`src/rtl/lcd_scan_pkg.sv`:
```
package lcd_scan_pkg;
  typedef enum logic [1:0] {
    LVL_LOW  = 2'd0,
    LVL_MIDL = 2'd1,
    LVL_MIDH = 2'd2,
    LVL_HIGH = 2'd3
  } lvl_e;

  localparam logic [1:0] MODE_MASTER = 2'b00;
  localparam logic [1:0] MODE_ALONE  = 2'b01;
  localparam logic [1:0] MODE_RSVD   = 2'b10;
  localparam logic [1:0] MODE_SLAVE  = 2'b11;

  localparam logic [1:0] PH_A = 2'd0;
  localparam logic [1:0] PH_B = 2'd1;
  localparam logic [1:0] PH_C = 2'd2;
endpackage

```
`src/rtl/lcd_tick_src.sv`:
```
module lcd_tick_src
  import lcd_scan_pkg::*;
#(
  parameter int SYNC_STAGES = 2
) (
  input  logic       clk_i,
  input  logic       rst_ni,
  input  logic [1:0] mode_i,
  input  logic       osc_tick_i,
  input  logic       ext_clk_i,
  output logic       tick_o
);
  logic [SYNC_STAGES:0] sync_q;
  logic                 ext_edge;

  always_ff @(posedge clk_i or negedge rst_ni) begin
    if (!rst_ni) sync_q <= '0;
    else         sync_q <= {sync_q[SYNC_STAGES-1:0], ext_clk_i};
  end

  assign ext_edge = sync_q[SYNC_STAGES] ^ sync_q[SYNC_STAGES-1];
  assign tick_o   = (mode_i == MODE_SLAVE) ? ext_edge : osc_tick_i;

  AST_SLAVE_NO_OSC: assert property (@(posedge clk_i) disable iff (!rst_ni)
    (mode_i == MODE_SLAVE && sync_q[SYNC_STAGES] == sync_q[SYNC_STAGES-1]) |-> !tick_o);
endmodule

```
`src/rtl/lcd_frame_ctr.sv`:
```
module lcd_frame_ctr
  import lcd_scan_pkg::*;
#(
  parameter int PHASE_TICKS = 64,
  parameter int IMG_W       = 36
) (
  input  logic             clk_i,
  input  logic             rst_ni,
  input  logic             tick_i,
  input  logic [IMG_W-1:0] image_i,
  output logic [1:0]       phase_o,
  output logic             neg_o,
  output logic [IMG_W-1:0] shadow_o,
  output logic             scan_clk_o
);
  localparam int FRAME_TICKS = 3 * PHASE_TICKS;
  localparam int CW          = $clog2(FRAME_TICKS);
  localparam logic [CW-1:0] LAST = CW'(FRAME_TICKS - 1);
  localparam logic [CW-1:0] P1   = CW'(PHASE_TICKS);
  localparam logic [CW-1:0] P2   = CW'(2 * PHASE_TICKS);
  localparam logic [CW-1:0] HALF = CW'(PHASE_TICKS / 2);

  logic [CW-1:0]    cnt_q, off;
  logic [IMG_W-1:0] shadow_q;
  logic             scan_q;
  logic             wrap;

  assign wrap = tick_i && (cnt_q == LAST);

  always_ff @(posedge clk_i or negedge rst_ni) begin
    if (!rst_ni) begin
      cnt_q    <= '0;
      shadow_q <= '0;
      scan_q   <= 1'b0;
    end else if (tick_i) begin
      scan_q <= ~scan_q;
      if (wrap) begin
        cnt_q    <= '0;
        shadow_q <= image_i;  // frame-boundary copy only
      end else begin
        cnt_q <= cnt_q + 1'b1;
      end
    end
  end

  always_comb begin
    if (cnt_q < P1) begin
      phase_o = PH_A;
      off     = cnt_q;
    end else if (cnt_q < P2) begin
      phase_o = PH_B;
      off     = cnt_q - P1;
    end else begin
      phase_o = PH_C;
      off     = cnt_q - P2;
    end
    neg_o = (off >= HALF);
  end

  assign shadow_o   = shadow_q;
  assign scan_clk_o = scan_q;

  AST_CNT_RANGE: assert property (@(posedge clk_i) disable iff (!rst_ni)
    cnt_q <= LAST);
  AST_CNT_STEP: assert property (@(posedge clk_i) disable iff (!rst_ni)
    (tick_i && cnt_q != LAST) |=> cnt_q == CW'($past(cnt_q) + 1'b1));
  AST_CNT_HOLD: assert property (@(posedge clk_i) disable iff (!rst_ni)
    !tick_i |=> $stable(cnt_q));
  AST_NO_TEAR: assert property (@(posedge clk_i) disable iff (!rst_ni)
    !wrap |=> $stable(shadow_q));
  AST_SCAN_TOGGLE: assert property (@(posedge clk_i) disable iff (!rst_ni)
    tick_i |=> scan_q != $past(scan_q));
endmodule

```
`src/rtl/lcd_seg_map.sv`:
```
module lcd_seg_map
  import lcd_scan_pkg::*;
#(
  parameter int NUM_DIGITS = 4
) (
  input  logic [9*NUM_DIGITS-1:0] img_i,
  input  logic [1:0]              phase_i,
  output logic [3*NUM_DIGITS-1:0] lit_o
);
  localparam int SP_BASE = 8 * NUM_DIGITS;

  for (genvar d = 0; d < NUM_DIGITS; d++) begin : g_digit
    logic [7:0] b;
    assign b = img_i[8*d +: 8];
    always_comb begin
      unique case (phase_i)
        PH_A:    lit_o[3*d +: 3] = {b[2], b[7], b[6]};
        PH_B:    lit_o[3*d +: 3] = {b[3], b[1], b[5]};
        default: lit_o[3*d +: 3] = {img_i[SP_BASE + d], b[4], b[0]};
      endcase
    end
  end
endmodule

```
`src/rtl/lcd_level_enc.sv`:
```
module lcd_level_enc
  import lcd_scan_pkg::*;
#(
  parameter int NSEG = 12
) (
  input  logic [1:0]        mode_i,
  input  logic [1:0]        phase_i,
  input  logic              neg_i,
  input  logic [NSEG-1:0]   lit_i,
  input  logic              scan_clk_i,
  output logic [1:0]        bp_a_o,
  output logic [1:0]        bp_b_o,
  output logic [1:0]        bp_c_o,
  output logic [2*NSEG-1:0] seg_o,
  output logic              bp_a_oe_o,
  output logic              pin_c_clk_o
);
  lvl_e sel_lvl, idle_lvl, on_lvl, off_lvl;

  always_comb begin
    sel_lvl  = neg_i ? LVL_LOW  : LVL_HIGH;
    idle_lvl = neg_i ? LVL_MIDH : LVL_MIDL;
    on_lvl   = neg_i ? LVL_HIGH : LVL_LOW;
    off_lvl  = neg_i ? LVL_MIDL : LVL_MIDH;
  end

  assign bp_a_oe_o   = (mode_i == MODE_MASTER) || (mode_i == MODE_ALONE);
  assign pin_c_clk_o = (mode_i == MODE_MASTER) || (mode_i == MODE_RSVD);

  always_comb begin
    if (!bp_a_oe_o)             bp_a_o = LVL_LOW;
    else if (phase_i == PH_A)   bp_a_o = sel_lvl;
    else                        bp_a_o = idle_lvl;
    bp_b_o = (phase_i == PH_B) ? sel_lvl : idle_lvl;
    if (pin_c_clk_o)            bp_c_o = scan_clk_i ? LVL_HIGH : LVL_LOW;
    else if (phase_i == PH_C)   bp_c_o = sel_lvl;
    else                        bp_c_o = idle_lvl;
  end

  for (genvar i = 0; i < NSEG; i++) begin : g_seg
    assign seg_o[2*i +: 2] = lit_i[i] ? on_lvl : off_lvl;
  end
endmodule

```
`src/rtl/lcd_triplex_scan.sv`:
```
module lcd_triplex_scan
  import lcd_scan_pkg::*;
#(
  parameter int NUM_DIGITS  = 4,
  parameter int PHASE_TICKS = 64,
  parameter int SYNC_STAGES = 2
) (
  input  logic                    clk_i,
  input  logic                    rst_ni,
  input  logic [1:0]              mode_i,
  input  logic                    osc_tick_i,
  input  logic                    ext_clk_i,
  input  logic [9*NUM_DIGITS-1:0] image_i,
  output logic [1:0]              bp_a_o,
  output logic [1:0]              bp_b_o,
  output logic [1:0]              bp_c_o,
  output logic [6*NUM_DIGITS-1:0] seg_o,
  output logic                    bp_a_oe_o,
  output logic                    pin_c_clk_o,
  output logic                    scan_clk_o
);
  localparam int IMG_W = 9 * NUM_DIGITS;
  localparam int NSEG  = 3 * NUM_DIGITS;

  logic             tick;
  logic [1:0]       phase;
  logic             neg;
  logic [IMG_W-1:0] shadow;
  logic [NSEG-1:0]  lit;

  lcd_tick_src #(.SYNC_STAGES(SYNC_STAGES)) u_tick (
    .clk_i, .rst_ni, .mode_i, .osc_tick_i, .ext_clk_i, .tick_o(tick)
  );

  lcd_frame_ctr #(.PHASE_TICKS(PHASE_TICKS), .IMG_W(IMG_W)) u_ctr (
    .clk_i, .rst_ni, .tick_i(tick), .image_i,
    .phase_o(phase), .neg_o(neg), .shadow_o(shadow), .scan_clk_o
  );

  lcd_seg_map #(.NUM_DIGITS(NUM_DIGITS)) u_map (
    .img_i(shadow), .phase_i(phase), .lit_o(lit)
  );

  lcd_level_enc #(.NSEG(NSEG)) u_enc (
    .mode_i, .phase_i(phase), .neg_i(neg), .lit_i(lit), .scan_clk_i(scan_clk_o),
    .bp_a_o, .bp_b_o, .bp_c_o, .seg_o, .bp_a_oe_o, .pin_c_clk_o
  );

  AST_ONE_FULL_BP: assert property (@(posedge clk_i) disable iff (!rst_ni)
    mode_i == MODE_ALONE |-> $countones({bp_a_o == LVL_HIGH || bp_a_o == LVL_LOW,
                                          bp_b_o == LVL_HIGH || bp_b_o == LVL_LOW,
                                          bp_c_o == LVL_HIGH || bp_c_o == LVL_LOW}) == 1);
  AST_PIN_A_IDLE: assert property (@(posedge clk_i) disable iff (!rst_ni)
    !bp_a_oe_o |-> bp_a_o == LVL_LOW);
  AST_PIN_C_CLOCK: assert property (@(posedge clk_i) disable iff (!rst_ni)
    pin_c_clk_o |-> bp_c_o == (scan_clk_o ? LVL_HIGH : LVL_LOW));
endmodule

```
`config.mk`:
```
export PLATFORM = sky130hd
export DESIGN_NAME = lcd_triplex_scan
export DESIGN_NICKNAME = d
export VERILOG_FILES = /design/src/rtl/lcd_scan_pkg.sv /design/src/rtl/lcd_tick_src.sv /design/src/rtl/lcd_frame_ctr.sv /design/src/rtl/lcd_seg_map.sv /design/src/rtl/lcd_level_enc.sv /design/src/rtl/lcd_triplex_scan.sv
export SDC_FILE = /design/constraint.sdc
export NUM_CORES = 1
export LEC_CHECK = 0
export CORE_MARGIN = 1.5
export CORE_UTILIZATION = 42
export CTS_BUF_LIST = sky130_fd_sc_hd__clkbuf_16
export DETAILED_ROUTE_END_ITERATION = 8
export PLACE_DENSITY_LB_ADDON = 0.15
export SLEW_MARGIN = 20
export SYNTH_ARGS = -nofsm -noshare
export SYNTH_HDL_FRONTEND = slang
export SYNTH_HIERARCHICAL = 1
export SYNTH_SLANG_ARGS = --single-unit
```
`constraint.sdc`:
```
create_clock -name clk_i -period 1.85 [get_ports clk_i]
set_input_delay 0.185 -clock clk_i [delete_from_list [all_inputs] [get_ports clk_i]]
set_output_delay 0.185 -clock clk_i [all_outputs]
set_load 0.05 [all_outputs]
```
==> reports/metrics.cfg <==
[worst_setup_path]
cpLargestDelayFamily = buffers and inverters
cpPeakStageDelay_ns = 0.38
cp-end-kind = primary output
critPathMaxFanout = 10
crit_path_start_kind = register
worstRegToRegCells = 7
cp.buffers_inverters = 3
path_cells = buf_4 -> a21o_4 -> buf_12 -> nand4bb_1 -> o211ai_1 -> clkbuf_16
required_ns = 1.66
criticalPathCategory = register to primary output
critical_path_depth = 6
arrival_ns = 1.82
critical-path-slowest-cell = dfrtp_1

[sta]
fin_worst_skew_ns = 0.00420
setup_slack_ns = -0.152
worst_pin_slew_ns = 0.596
max_slew_margin = 0.602
finalCriticalPeriod_ns = 2.00
maxSlewViolCount = 0
finalCritPeriodShare = 1.08
fmax_mhz = 499
grt_setup_unrepaired = true
hold_viol = 48
hold_slack_ns = -0.0242
finalSetupViolCount = 54

[cts]
cts-root-buf = clkbuf_16
cts_tree = yes
cts_buffers = 5
hold_buffers = 0
htree_levels = 2
cts.clk_slew.worst_paths_ns = 0.07
cts_num_sinks = 48
clk_latency_ns = 0.29
clockBufferDepth = 2

[synthesis]
ys_types = 33
yosys_warnings = 6
syn_area_um2 = 2500
yosysSeqAreaShare = 0.480
synthesis.nets = 256
synthCells = 210
avgSynthCellArea_um2 = 11.9
synth-seq-cells = 48

[cells_and_area]
mostFrequentLayoutCell = dfrtp_1
antenna_cells = 0
fin_util = 0.780
layout_common_cells = 47 x dfrtp_1, 41 x clkdlybuf4s50_1, 36 x mux2_4
area_delta_synth_final_pct = 75.0
nNetsFinal = 349
drive_gt1_frac = 0.497

[placement]
post-place-ws_ns = -0.247
place_congestion = 0.806
port_buffers = 74
dp_hpwl_um = 3910

[status]
status = complete, but fails checks
violations = negative hold slack, negative setup slack

[global_route]
grt_overflow = 0
grt_pass1_wl_um = 9960
grt_max_degree = 49
gr-usage-all-layers = 0.207
antenna_found_initial = 0
grt_pass1_vias = 1982

[power_and_ir_drop]
p_per_area_nw_per_um2 = 1090
vdd.ir_drop.worst_mv = 0.675
p_total_mw = 4.76
leakagePower_nw = 1.88

[route]
vias = 2000
drc_errors = 0
viasPerCell = 5.32
routed_wirelength_um = 7430
drt.antenna.violating_nets = 0
drtPass1Iterations = 4
wl_per_cell_um = 19.8
initialDrtViolationCount = 126

[die]
row_count = 27
die_area_um2 = 6420
start_util = 0.446
die_h_um = 80.2
core_um2 = 5610
die_w_um = 80.2
io_pins = 75

[min_path]
hp-class = input pin to asynchronous set/reset pin

[flow_run]
drv_cap = 0

[cell usage after synthesis]
master     number  area (um^2)
xor2_1          2         17.5
o311ai_0        2         17.5
buf_2           1         5.00
mux2i_1        12          120
dfrtp_1        48         1200
nand4bb_1       1         11.3
nor2_1          4         15.0
nand4_1         1         6.26
nand2_1        17         63.8
nor2b_1         1         6.26
a21oi_1         3         15.0
nor3_4          1         16.3
o21ai_0         7         35.0
xnor2_1        15          131
ha_1            4         50.1
a21o_1          1         7.51
or3_1           3         18.8
buf_8           1         15.0
buf_6           4         45.0
o211ai_1        1         7.51
nand4_4         1         21.3
o21ai_2         1         8.76
a31oi_1         1         6.26
mux2_1         18          203
o221ai_1        1         8.76
buf_4          15          113
mux2_2         19          214
nand2b_1        4         25.0
nand3_1         2         10.0
inv_1           7         26.3
clkbuf_1        2         7.51
or2_2           1         6.26
o21ai_1         9         45.0
[routing by layer]
metal	vias to the layer above	global-route usage	share of wire
li1	893	-	-
met5	-	0	0
met2	104	0.347	0.50
met3	17	0.0455	0.066
met4	0	0.0983	0.027
met1	986	0.253	0.41
[metrics by stage]
stage	std cells	TNS (ns)	area [um^2]	hold WS, ns
finish	376	-3.60	4370	-0.0242
global route	376	-8.23	4370	0.0446
CTS	366	-2.77	4070	0.0111
detailed placement	349	-7.84	3680	0.318
global placement	349	-6.61	3680	0.319
floorplan	210	-0.704	2610	-0.111
[path summary, 6_finish.rpt]
path                             startpoint                to  slack [ns]
max                          u_ctr/cnt_q[7]         bp_c_o[1]       -0.15
min                                  rst_ni  u_tick/sync_q[1]       -0.02
max reg2reg                u_tick/sync_q[1]    u_ctr/cnt_q[7]       -0.13
min reg2reg                u_tick/sync_q[0]  u_tick/sync_q[1]        0.37
max in group asynchronous            rst_ni    u_ctr/cnt_q[6]        1.45
min in group clk_i                ext_clk_i  u_tick/sync_q[0]        0.33
[cell type report]
| class | instances | area (um^2) |
|---|---|---|
| inverters | 7 | 31.3 |
| flip-flops and latches | 48 | 1200 |
| repair buffers | 109 | 1420 |
| fillers | 325 | 1230 |
| multi-input cells | 132 | 1460 |
| clock buffers | 5 | 125 |
| well taps | 72 | 90.1 |
| clock inverters | 3 | 46.3 |
[cells by family (layout without fill, tap and decap cells)]
logic type,Yosys count,after routing,share of synthesized area
adders and majority gates,4,4,0.0200
and+or+nand+nor,36,36,0.0801
muxes,49,49,0.215
xor gates and xnor gates,17,17,0.0596
buffers and inverters,30,124,0.0846
AOI/OAI and AO/OA,26,26,0.0606
DFF,48,48,0.480
[worst reg2reg max path: cells and delay by family, from the launching register on]
family / cells / cell delay, ns
buffers and inverters: 2 / 0.34
AO/OA/AOI/OAI: 3 / 0.77
XOR/XNOR: 1 / 0.14
flip-flops: 1 / 0.41
AND/OR/NAND/NOR: 1 / 0.16
[power by group]
part,switching (mW),internal (mW)
sequential,0.143,1.17
clock,0.414,0.643
combinational,1.25,1.14
[registers in the layout, indices dropped and copies added, names as in the netlist]
register          count
u_ctr/shadow_o       36
u_ctr/cnt_q           8
u_tick/sync_q         3
u_ctr/scan_clk_o      1
[what timing repair did]
| item | CTS | global route |
|---|---|---|
| setup endpoints to repair | 31 | 54 |
| resized for setup | 34 | 59 |
| pin swaps | 10 | 15 |
| setup buffers | 7 | 11 |
| hold endpoints to repair | 0 | 0 |
| gates cloned | 2 | 3 |
No activity file was read; power rests on OpenSTA's default activity.
